--- src/rtl/lag_pkg.sv ---
// Package: shared constants and the control state type for the line
// address generator. Assumes byte addresses.
package lag_pkg;
    // Low address bits that must be zero in each layout.
    localparam int LIN_PITCH_LSBS = 5;
    localparam int PLN_PITCH_LSBS = 6;
    localparam int VOFF_LSBS      = 5;

    typedef enum logic [1:0] {
        ST_IDLE = 2'd0,
        ST_RUN  = 2'd1,
        ST_HALT = 2'd2
    } lag_state_e;
endpackage

--- src/rtl/lag_align_chk.sv ---
// Module: lag_align_chk
// Decides from the live inputs whether the pitch and the V offset meet the
// alignment rule of the selected layout. Purely combinational.
// Assumes PITCH_W and ADDR_W both exceed the widest rule in lag_pkg.
module lag_align_chk
    import lag_pkg::*;
#(
    parameter int PITCH_W = 16,
    parameter int ADDR_W  = 32
) (
    input  logic               planar,
    input  logic [PITCH_W-1:0] pitch,
    input  logic [ADDR_W-1:0]  v_offset,
    output logic               cfg_ok
);
    logic lin_ok;
    logic pln_pitch_ok;
    logic voff_ok;

    // Evaluate each alignment rule separately, then pick by layout.
    always_comb begin
        lin_ok       = (pitch[LIN_PITCH_LSBS-1:0] == '0);
        pln_pitch_ok = (pitch[PLN_PITCH_LSBS-1:0] == '0);
        voff_ok      = (v_offset[VOFF_LSBS-1:0] == '0);
        cfg_ok       = planar ? (pln_pitch_ok && voff_ok) : lin_ok;
    end
endmodule

--- src/rtl/lag_ctrl.sv ---
// Module: lag_ctrl
// Control for the generator. IDLE waits for an accepted field, RUN steps
// on line ends, and HALT holds the pointers after an alignment fault until
// an acceptable field start arrives. field_start outranks line_end.
// Assumes the strobes are single-cycle pulses synchronous to clk.
module lag_ctrl
    import lag_pkg::*;
(
    input  logic clk,
    input  logic rst_n,
    input  logic field_start,
    input  logic line_end,
    input  logic cfg_ok,
    output logic load,
    output logic step,
    output logic align_err
);
    lag_state_e state_q, state_d;
    logic       fault;

    // Decode load, step and fault requests and the next state.
    always_comb begin
        load    = field_start && cfg_ok;
        step    = !field_start && line_end && cfg_ok && (state_q == ST_RUN);
        fault   = (field_start && !cfg_ok) ||
                  (!field_start && line_end && !cfg_ok && (state_q == ST_RUN));
        state_d = state_q;
        if (load)       state_d = ST_RUN;
        else if (fault) state_d = ST_HALT;
    end

    // State register with synchronous active-low reset.
    always_ff @(posedge clk) begin
        if (!rst_n) state_q <= ST_IDLE;
        else        state_q <= state_d;
    end

    // The fault flag is taken straight from the registered state.
    always_comb align_err = (state_q == ST_HALT);
endmodule

--- src/rtl/lag_ptr.sv ---
// Module: lag_ptr
// One address pointer. It loads a start value or adds the zero-extended
// pitch; load has priority. Assumes ADDR_W > PITCH_W; the sum wraps.
module lag_ptr #(
    parameter int ADDR_W  = 32,
    parameter int PITCH_W = 16
) (
    input  logic               clk,
    input  logic               rst_n,
    input  logic               load,
    input  logic [ADDR_W-1:0]  load_val,
    input  logic               step,
    input  logic [PITCH_W-1:0] pitch,
    output logic [ADDR_W-1:0]  q
);
    localparam int EXT_W = ADDR_W - PITCH_W;

    logic [ADDR_W-1:0] pitch_ext;

    // Zero-extend the pitch to address width.
    always_comb pitch_ext = {{EXT_W{1'b0}}, pitch};

    // Pointer register: reset to zero, then load or step.
    always_ff @(posedge clk) begin
        if (!rst_n)    q <= '0;
        else if (load) q <= load_val;
        else if (step) q <= q + pitch_ext;
    end
endmodule

--- src/rtl/line_addr_gen.sv ---
// Module: line_addr_gen (top)
// Generates the line start addresses for captured video: a main pointer, and
// a V-plane pointer that starts at base + v_offset and steps only in planar
// layout. Assumes the configuration is held steady within a cycle, and that
// v_offset is programmed before the field starts.
module line_addr_gen #(
    parameter int ADDR_W  = 32,
    parameter int PITCH_W = 16
) (
    input  logic               clk,
    input  logic               rst_n,
    input  logic               field_start,
    input  logic               line_end,
    input  logic               planar,
    input  logic [ADDR_W-1:0]  base,
    input  logic [PITCH_W-1:0] pitch,
    input  logic [ADDR_W-1:0]  v_offset,
    output logic [ADDR_W-1:0]  line_addr,
    output logic [ADDR_W-1:0]  v_addr,
    output logic               align_err
);
    logic              cfg_ok;
    logic              load;
    logic              step;
    logic              v_step;
    logic [ADDR_W-1:0] v_start;

    // Work out the V-plane start address and gate its step by layout.
    always_comb begin
        v_start = base + v_offset;
        v_step  = step && planar;
    end

    lag_align_chk #(.PITCH_W(PITCH_W), .ADDR_W(ADDR_W)) u_align (
        .planar   (planar),
        .pitch    (pitch),
        .v_offset (v_offset),
        .cfg_ok   (cfg_ok)
    );

    lag_ctrl u_ctrl (
        .clk         (clk),
        .rst_n       (rst_n),
        .field_start (field_start),
        .line_end    (line_end),
        .cfg_ok      (cfg_ok),
        .load        (load),
        .step        (step),
        .align_err   (align_err)
    );

    lag_ptr #(.ADDR_W(ADDR_W), .PITCH_W(PITCH_W)) u_line_ptr (
        .clk      (clk),
        .rst_n    (rst_n),
        .load     (load),
        .load_val (base),
        .step     (step),
        .pitch    (pitch),
        .q        (line_addr)
    );

    lag_ptr #(.ADDR_W(ADDR_W), .PITCH_W(PITCH_W)) u_v_ptr (
        .clk      (clk),
        .rst_n    (rst_n),
        .load     (load),
        .load_val (v_start),
        .step     (v_step),
        .pitch    (pitch),
        .q        (v_addr)
    );
endmodule

--- config.mk ---
export PLATFORM = sky130hd
export DESIGN_NAME = line_addr_gen
export DESIGN_NICKNAME = d
export VERILOG_FILES = /design/src/rtl/lag_pkg.sv /design/src/rtl/lag_align_chk.sv /design/src/rtl/lag_ctrl.sv /design/src/rtl/lag_ptr.sv /design/src/rtl/line_addr_gen.sv
export SDC_FILE = /design/constraint.sdc
export NUM_CORES = 1
export LEC_CHECK = 0
export BUFFER_PORTS_ARGS = -buffer_cell sky130_fd_sc_hd__buf_2
export CAP_MARGIN = 20
export CORE_AREA = 3 3 117 119
export DETAILED_ROUTE_END_ITERATION = 6
export DIE_AREA = 0 0 120 122
export HOLD_SLACK_MARGIN = 0.08
export PLACE_DENSITY_LB_ADDON = 0.08
export SLEW_MARGIN = 20
export SYNTH_ARGS = -nofsm -noshare
export SYNTH_HDL_FRONTEND = slang
export SYNTH_HIERARCHICAL = 1
export SYNTH_SLANG_ARGS = --single-unit
--- constraint.sdc ---
create_clock -name clk -period 4.2 [get_ports clk]
set_clock_uncertainty 0.2 [all_clocks]
set_input_delay 0 -clock clk [delete_from_list [all_inputs] [get_ports clk]]
set_output_delay 0 -clock clk [all_outputs]
set_load 0.02 [all_outputs]
==> results of run 1 <==
## worst min-delay path, stage by stage
cell and delay, ns:
sky130_fd_sc_hd__buf_2 0.10, sky130_fd_sc_hd__ha_1 0.23, sky130_fd_sc_hd__xor2_1 0.10, sky130_fd_sc_hd__nor2_1 0.09, sky130_fd_sc_hd__a211oi_1 0.06
## flip-flops by register name, summed over array words and instances, names as in the netlist
name	cells
u_line_ptr/q	32
u_v_ptr/q	32
u_ctrl/state_q	2
## Yosys cell counts, drive strengths merged (3+ instances only)
cell type / count / share of area (%)
a21oi: 90 / 6.8
nor2: 69 / 3.6
dfxtp: 66 / 18
ha: 63 / 11
o21ai: 61 / 4.3
nand2: 60 / 3.1
a21o: 41 / 4.2
nand3: 38 / 3.0
clkbuf: 34 / 1.8
a211oi: 31 / 4.2
xnor2: 30 / 3.6
o211ai: 28 / 3.5
xor2: 28 / 3.4
nor3: 21 / 1.8
inv: 20 / 1.0
mux2i: 20 / 2.8
nand4: 17 / 1.8
a31oi: 16 / 1.4
buf: 15 / 1.4
a2111oi: 13 / 2.4
and3: 12 / 1.0
nand2b: 12 / 1.0
o21a: 9 / 0.93
and2: 7 / 0.64
nor2b: 7 / 0.71
a211o: 6 / 0.72
or3: 6 / 0.52
a31o: 5 / 0.85
nor3b: 5 / 0.52
o21bai: 5 / 0.52
a311o: 4 / 0.55
a311oi: 4 / 0.66
nand3b: 4 / 0.41
nor4: 4 / 0.35
o311a: 4 / 0.55
o31ai: 4 / 0.41
a41oi: 3 / 0.36
fa: 3 / 0.83
nor4b: 3 / 0.45
o2111ai: 3 / 0.36
## kinds of logic after synthesis
logic type	share of synthesized area, %
and+or+nand+nor	19.92
buffers and inverters	4.211
muxes	3.072
adders and majority gates	11.70
AOI/OAI and AO/OA	35.87
DFF	18.23
xor gates and xnor gates	7.007
## worst paths after layout
check	startpoint	to	slack (ns)	depth (start not counted)
worst min register to register	u_v_ptr/q[7]	u_v_ptr/q[7]	0.31	2
worst min-delay path	v_offset[18]	u_v_ptr/q[18]	0.08	5
worst max-delay path	v_offset[1]	u_v_ptr/q[0]	0.39	14
worst max register to register	u_line_ptr/q[12]	u_line_ptr/q[19]	1.43	6
## final cells by class
| class | instances | area (um^2) |
|---|---|---|
| clock buffer | 11 | 232.7 |
| clock inverter | 5 | 78.83 |
| fill | 1089 | 3797 |
| inverter | 20 | 78.83 |
| multi-input combinational | 768 | 5633 |
| sequential | 66 | 1321 |
| tap | 172 | 215.2 |
| timing repair buffer | 208 | 1314 |
## metal layers
metal | vias to the layer above | part of all wire, % | track usage (%)
li1 | 3791 | - | -
met5 | - | 0 | 0
met2 | 301 | 46 | 52.41
met4 | 0 | 3.7 | 15.10
met1 | 3671 | 44 | 41.04
met3 | 50 | 5.8 | 3.389
## where the power goes
group	internal (mW)	total [mW]	switching, mW	leakage, nW
sequential	0.631	0.637	0.00560	0.532
clock	0.519	0.810	0.291	0.153
combinational	0.230	0.527	0.297	3.13
## per-stage QoR
stage          total power, mW  util (%)  instances  hold WS, ns
2_1_floorplan           0.9866         -        903     -0.07829
3_3_place_gp             1.127     63.59       1184      0.07568
3_5_place_dp             1.129     63.59       1184      0.08749
4_1_cts                  1.971     70.00       1250      0.08035
5_1_grt                  2.058     70.03       1250       0.1263
6_report                 1.974     70.03       1250      0.08473
## what timing repair did
action / in CTS / in global routing
resized for setup: 0 / 1
hold endpoints to repair: 55 / 0
hold buffers: 50 / 0
setup endpoints to repair: 0 / 2
==> metrics.txt, run 1 <==
status finished, final reports clean; number of nets at the end of the flow about 1200; number of endpoints failing setup at the final stage 0; routed len/inst about 19 um; Critical Path, Cell by Cell dlygate4sd3_1, buf_2, or4_1, o31a_1, nor3_2, nand2_1, nor4b_4, and2_1, buf_4, mux2i_1, nor2_1, a21oi_1, dlygate4sd3_1, nor2_1; Placement Rows 41; Yosys warnings 6; global-route wire length before repair 37.33 mm; placeable core region 12670 um^2; classification of the worst-slack hold path primary input to register; Clock Latency Late Sink 0.34 ns; synthesis-stage register bit count 66; Place WS between 0.6 and 0.7 ns; commonest cells after routing, fill and taps aside sky130_fd_sc_hd__buf_2 (149), sky130_fd_sc_hd__a21oi_1 (82), sky130_fd_sc_hd__nor2_1 (69); pin count of the biggest net entering global routing 39; shortest period the worst path allows 3.806 ns; Mapped Nets around 1100; RD Place Congestion 0.9443; number of DRC markers in iteration 0 604; DIE AREA around 15000 um^2; via count of the first global-routing pass about 7400; total grt overflow 0; share of the yosys chip area belonging to registers 18.23%; critical path required time approximately 4.2 ns; CP endpoint kind register; Max FO, Critical Path 7; slew at the pin closest to its max-slew limit between 1 and 1.5 ns; top cell family by delay on the critical path simple AND/OR/NAND/NOR gates; synthesized area divided by synthesized cell count 8.028 um^2; Bufs on Longest Clock Path 2; CTS HTree Levels 3; Synth Flop Type sky130_fd_sc_hd__dfxtp_1; leading cell type in the layout, fill and taps excluded sky130_fd_sc_hd__buf_2; number of ports placed on the die boundary 150; area growth from synthesis to final layout 22.40%; crit path kind primary input to register; library cells used by synthesis 85; Total Wirelength between 20 and 25 mm; Hold Fails Final Rpt 0; antenna violations before repair 0; post-route DRC violation count 0; clock tree from TritonCTS done; die height 122 um; Initial Utilization 57.21%; Final HPWL DP 17.48 mm; largest stage delay on the critical path 0.57 ns; Critical Path Start Type primary input; post-synthesis async set-or-reset flop share 0%; antenna fix cells 0; proportion of layout cells with a drive suffix above 1 21.99%; count of antenna-violating nets left after detailed routing 0; IR Drop Worst-Case VDD around 0.14 mV; vias per std cell 6.250; final critical-path share of the clock period 90.61%; post-place instance area 8058 um^2; x dimension of the die 120 um; achievable clock frequency 262.8 MHz; slowest stage cell, crit path sky130_fd_sc_hd__dlygate4sd3_1; Max Slew Vio Count 0; Slew Limit Headroom 32.58%; Root Buffer sky130_fd_sc_hd__clkbuf_16; overall global routing resource usage a little under a third; Clock Pin Slew Worst Setup and Hold Paths 0.06 ns; total vias in the final route 7813; clk sinks 66; mapped cell area between 7000 and 8000 um^2; setup repair after global routing missed its margin no; Maximum Capacitance Violations 0; Critical path buffers and inverters 4; leakage 3.815 nW; clock buffer count from CTS 9; Post-CTS Repair Setup Buffers 0; final design instance area without fill 8874 um^2; count of mapped cells out of synthesis 903; setup slack after layout 0.3943 ns; arrival time at the worst endpoint 3.82 ns; drt pass-1 iters 5; number of buffers inserted by port buffering 149; final total negative setup slack 0 ns; pwr dens 222.4 nW/um^2; EDFF count, synth 0
Note: power is estimated with default switching activity, not from simulation.
==> inputs of run 2 (changes only) <==
--- a/config.mk
+++ b/config.mk
@@ -12,6 +12,7 @@
 export DIE_AREA = 0 0 120 122
 export HOLD_SLACK_MARGIN = 0.08
 export PLACE_DENSITY_LB_ADDON = 0.08
+export SETUP_SLACK_MARGIN = 0.4
 export SLEW_MARGIN = 20
 export SYNTH_ARGS = -nofsm -noshare
 export SYNTH_HDL_FRONTEND = slang
==> run 2 against run 1 <==
  * Design area up 0.27%
  * Critical path depth down 4
  * Via count down 0.26%
  * Cell count up 0.16%
  * Global-route usage unchanged
  * Register-to-register slack about the same
  * Worst hold slack better by 0.0047 ns
  * Die area unchanged
  * Total power about the same
  * Maximum frequency up 4.5%
  * Combinational power about the same
==> metrics.txt, run 2 (synthesis results as in run 1) <==
status finished, final reports clean; slowest stage cell, crit path sky130_fd_sc_hd__clkinvlp_4; die height 122 um; setup repair after global routing missed its margin yes; post-layout instance count excluding filler cells 1252; global-route wire length before repair approximately 37 mm; leading cell type in the layout, fill and taps excluded sky130_fd_sc_hd__buf_2; critical path required time 4.20 ns; net switching fraction of the power 30.07%; CTS HTree Levels 3; Critical Path Most Common Cell sky130_fd_sc_hd__dlygate4sd3_1; arrival time at the worst endpoint 3.65 ns; vias per std cell between 6 and 7; achievable clock frequency 274.5 MHz; Clock Latency Late Sink about 0.35 ns; global-route met1 utilization between 40% and 50%; Place WS 0.6331 ns; x dimension of the die 120 um; pin count of the biggest net entering global routing 39; largest stage delay on the critical path roughly 0.6 ns; overall global routing resource usage 31.56%; post-route DRC violation count 0; antenna violations before repair 0; CP endpoint kind register; total grt overflow 0; Placement Rows 41; total vias in the final route ~7800; Max Slew Vio Count 0; count of antenna-violating nets left after detailed routing 0; classification of the worst-slack hold path primary input to register; final total negative setup slack 0 ns; Root Buffer sky130_fd_sc_hd__clkbuf_16; number of endpoints failing setup at the final stage 0; hold_ws 0.08946 ns; clock tree from TritonCTS done; number of nets at the end of the flow about 1200; power after layout 1.974 mW; power dissipated by switching net loads 593.5 uW; slew at the pin closest to its max-slew limit 1.017 ns; GR Util met2 52.41%; Total Wirelength 23.31 mm; number of ports placed on the die boundary 150; Critical Path Start Type primary input; Initial Utilization 57.21%; placeable core region 12670 um^2; DIE AREA 14640 um^2; final design instance area without fill 8897 um^2; RD Place Congestion 0.9443; area growth from synthesis to final layout 22.73%; share of power burned in the clock network roughly two fifths; pwr dens 221.8 nW/um^2; Max FO, Critical Path 38; IR Drop Worst-Case VDD 0.1392 mV; gr busiest metal met2; Hold Fails Final Rpt 0; number of buffers inserted by port buffering 149; Critical Path, Cell by Cell dlygate4sd3_1, buf_2, or4_1, o31a_1, nor3_4, and2_2, clkinvlp_4, o21ai_0, dlygate4sd3_1, a21oi_1; leakage 3.826 nW; drt pass-1 iters 5; setup slack after layout 0.5576 ns; final core utilization 70.22%; shortest period the worst path allows 3.642 ns; clk sinks 66; commonest cells after routing, fill and taps aside sky130_fd_sc_hd__buf_2 (149), sky130_fd_sc_hd__a21oi_1 (82), sky130_fd_sc_hd__nor2_1 (69); power share of the sequential group 32.3%; Maximum Capacitance Violations 0; proportion of layout cells with a drive suffix above 1 22.24%; routed len/inst roughly 19 um; crit path kind primary input to register; design internal power ~1.4 mW; via count of the first global-routing pass 7415; clock buffer count from CTS 9; Clock Pin Slew Worst Setup and Hold Paths 0.05 ns; Slew Limit Headroom 31.92%; Final HPWL DP between 15 and 20 mm; global-route met3 utilization under 10%; placed cell count 1184; final critical-path share of the clock period 86.72%; Bufs on Longest Clock Path 2; largest registers u_line_ptr/q (32), u_v_ptr/q (32), u_ctrl/state_q (2); logic gate share of total power 26.7%; number of DRC markers in iteration 0 687; post-place instance area between 8000 and 9000 um^2
==> run 2: changes by cell type in the layout (fill, tap and decap cells not counted) <==
| cell | before | now |
|---|---|---|
| sky130_fd_sc_hd__nor4_1 | 4 | 3 |
| sky130_fd_sc_hd__nor4_2 | 0 | 1 |
| sky130_fd_sc_hd__nor3_4 | 2 | 3 |
| sky130_fd_sc_hd__diode_2 | 0 | 1 |
| sky130_fd_sc_hd__and2_2 | 3 | 4 |
| sky130_fd_sc_hd__buf_4 | 9 | 10 |
| sky130_fd_sc_hd__nor3_2 | 1 | 0 |
| sky130_fd_sc_hd__and2_1 | 4 | 3 |
==> run 2: worst max-delay path, delay by kind of cell <==
kind	cells	cell delay [ns]
compound gates	3	0.67
buf+inv	4	1.88
simple gates	3	1.09
==> run 2: path summary, 6_finish.rpt <==
kind / from / to / slack [ns] / cells past startpoint
max: v_offset[1] / u_line_ptr/q[3] / 0.56 / 10
min: v_offset[18] / u_v_ptr/q[18] / 0.09 / 5
max reg2reg: u_line_ptr/q[12] / u_line_ptr/q[19] / 1.42 / 6
min reg2reg: u_v_ptr/q[7] / u_v_ptr/q[7] / 0.32 / 2
==> run 2: repair_timing <==
item	4_1_cts	5_1_grt
resized for setup	0	4
setup endpoints to repair	0	17
hold buffers	50	0
endpoints found under the hold margin	55	0
setup buffers	0	1
==> run 2: power groups by stage <==
stage                     combinational [mW]  clock [mW]  sequential, mW
after floorplan                        0.332           0           0.654
after global placement                 0.476           0           0.651
after detailed placement               0.478           0           0.651
after CTS                              0.515       0.819           0.637
after global routing                   0.572       0.849           0.638
final                                  0.527       0.810           0.637
==> run 2: metal layers <==
| metal | up-vias | wire length (um) |
|---|---|---|
| li1 | 3804 | - |
| met1 | 3650 | 10310 |
| met2 | 291 | 10800 |
| met3 | 48 | 1335 |
| met4 | 0 | 867 |
| met5 | - | 0 |
==> run 2: final cells by class <==
cell class / count / area [um^2]
tap: 172 / 215.2
antenna: 1 / 2.502
timing repair buffer: 209 / 1321
fill: 1086 / 3774
clock buffer: 11 / 232.7
sequential: 66 / 1321
clock inverter: 5 / 78.83
multi-input combinational: 768 / 5647
inverter: 20 / 78.83
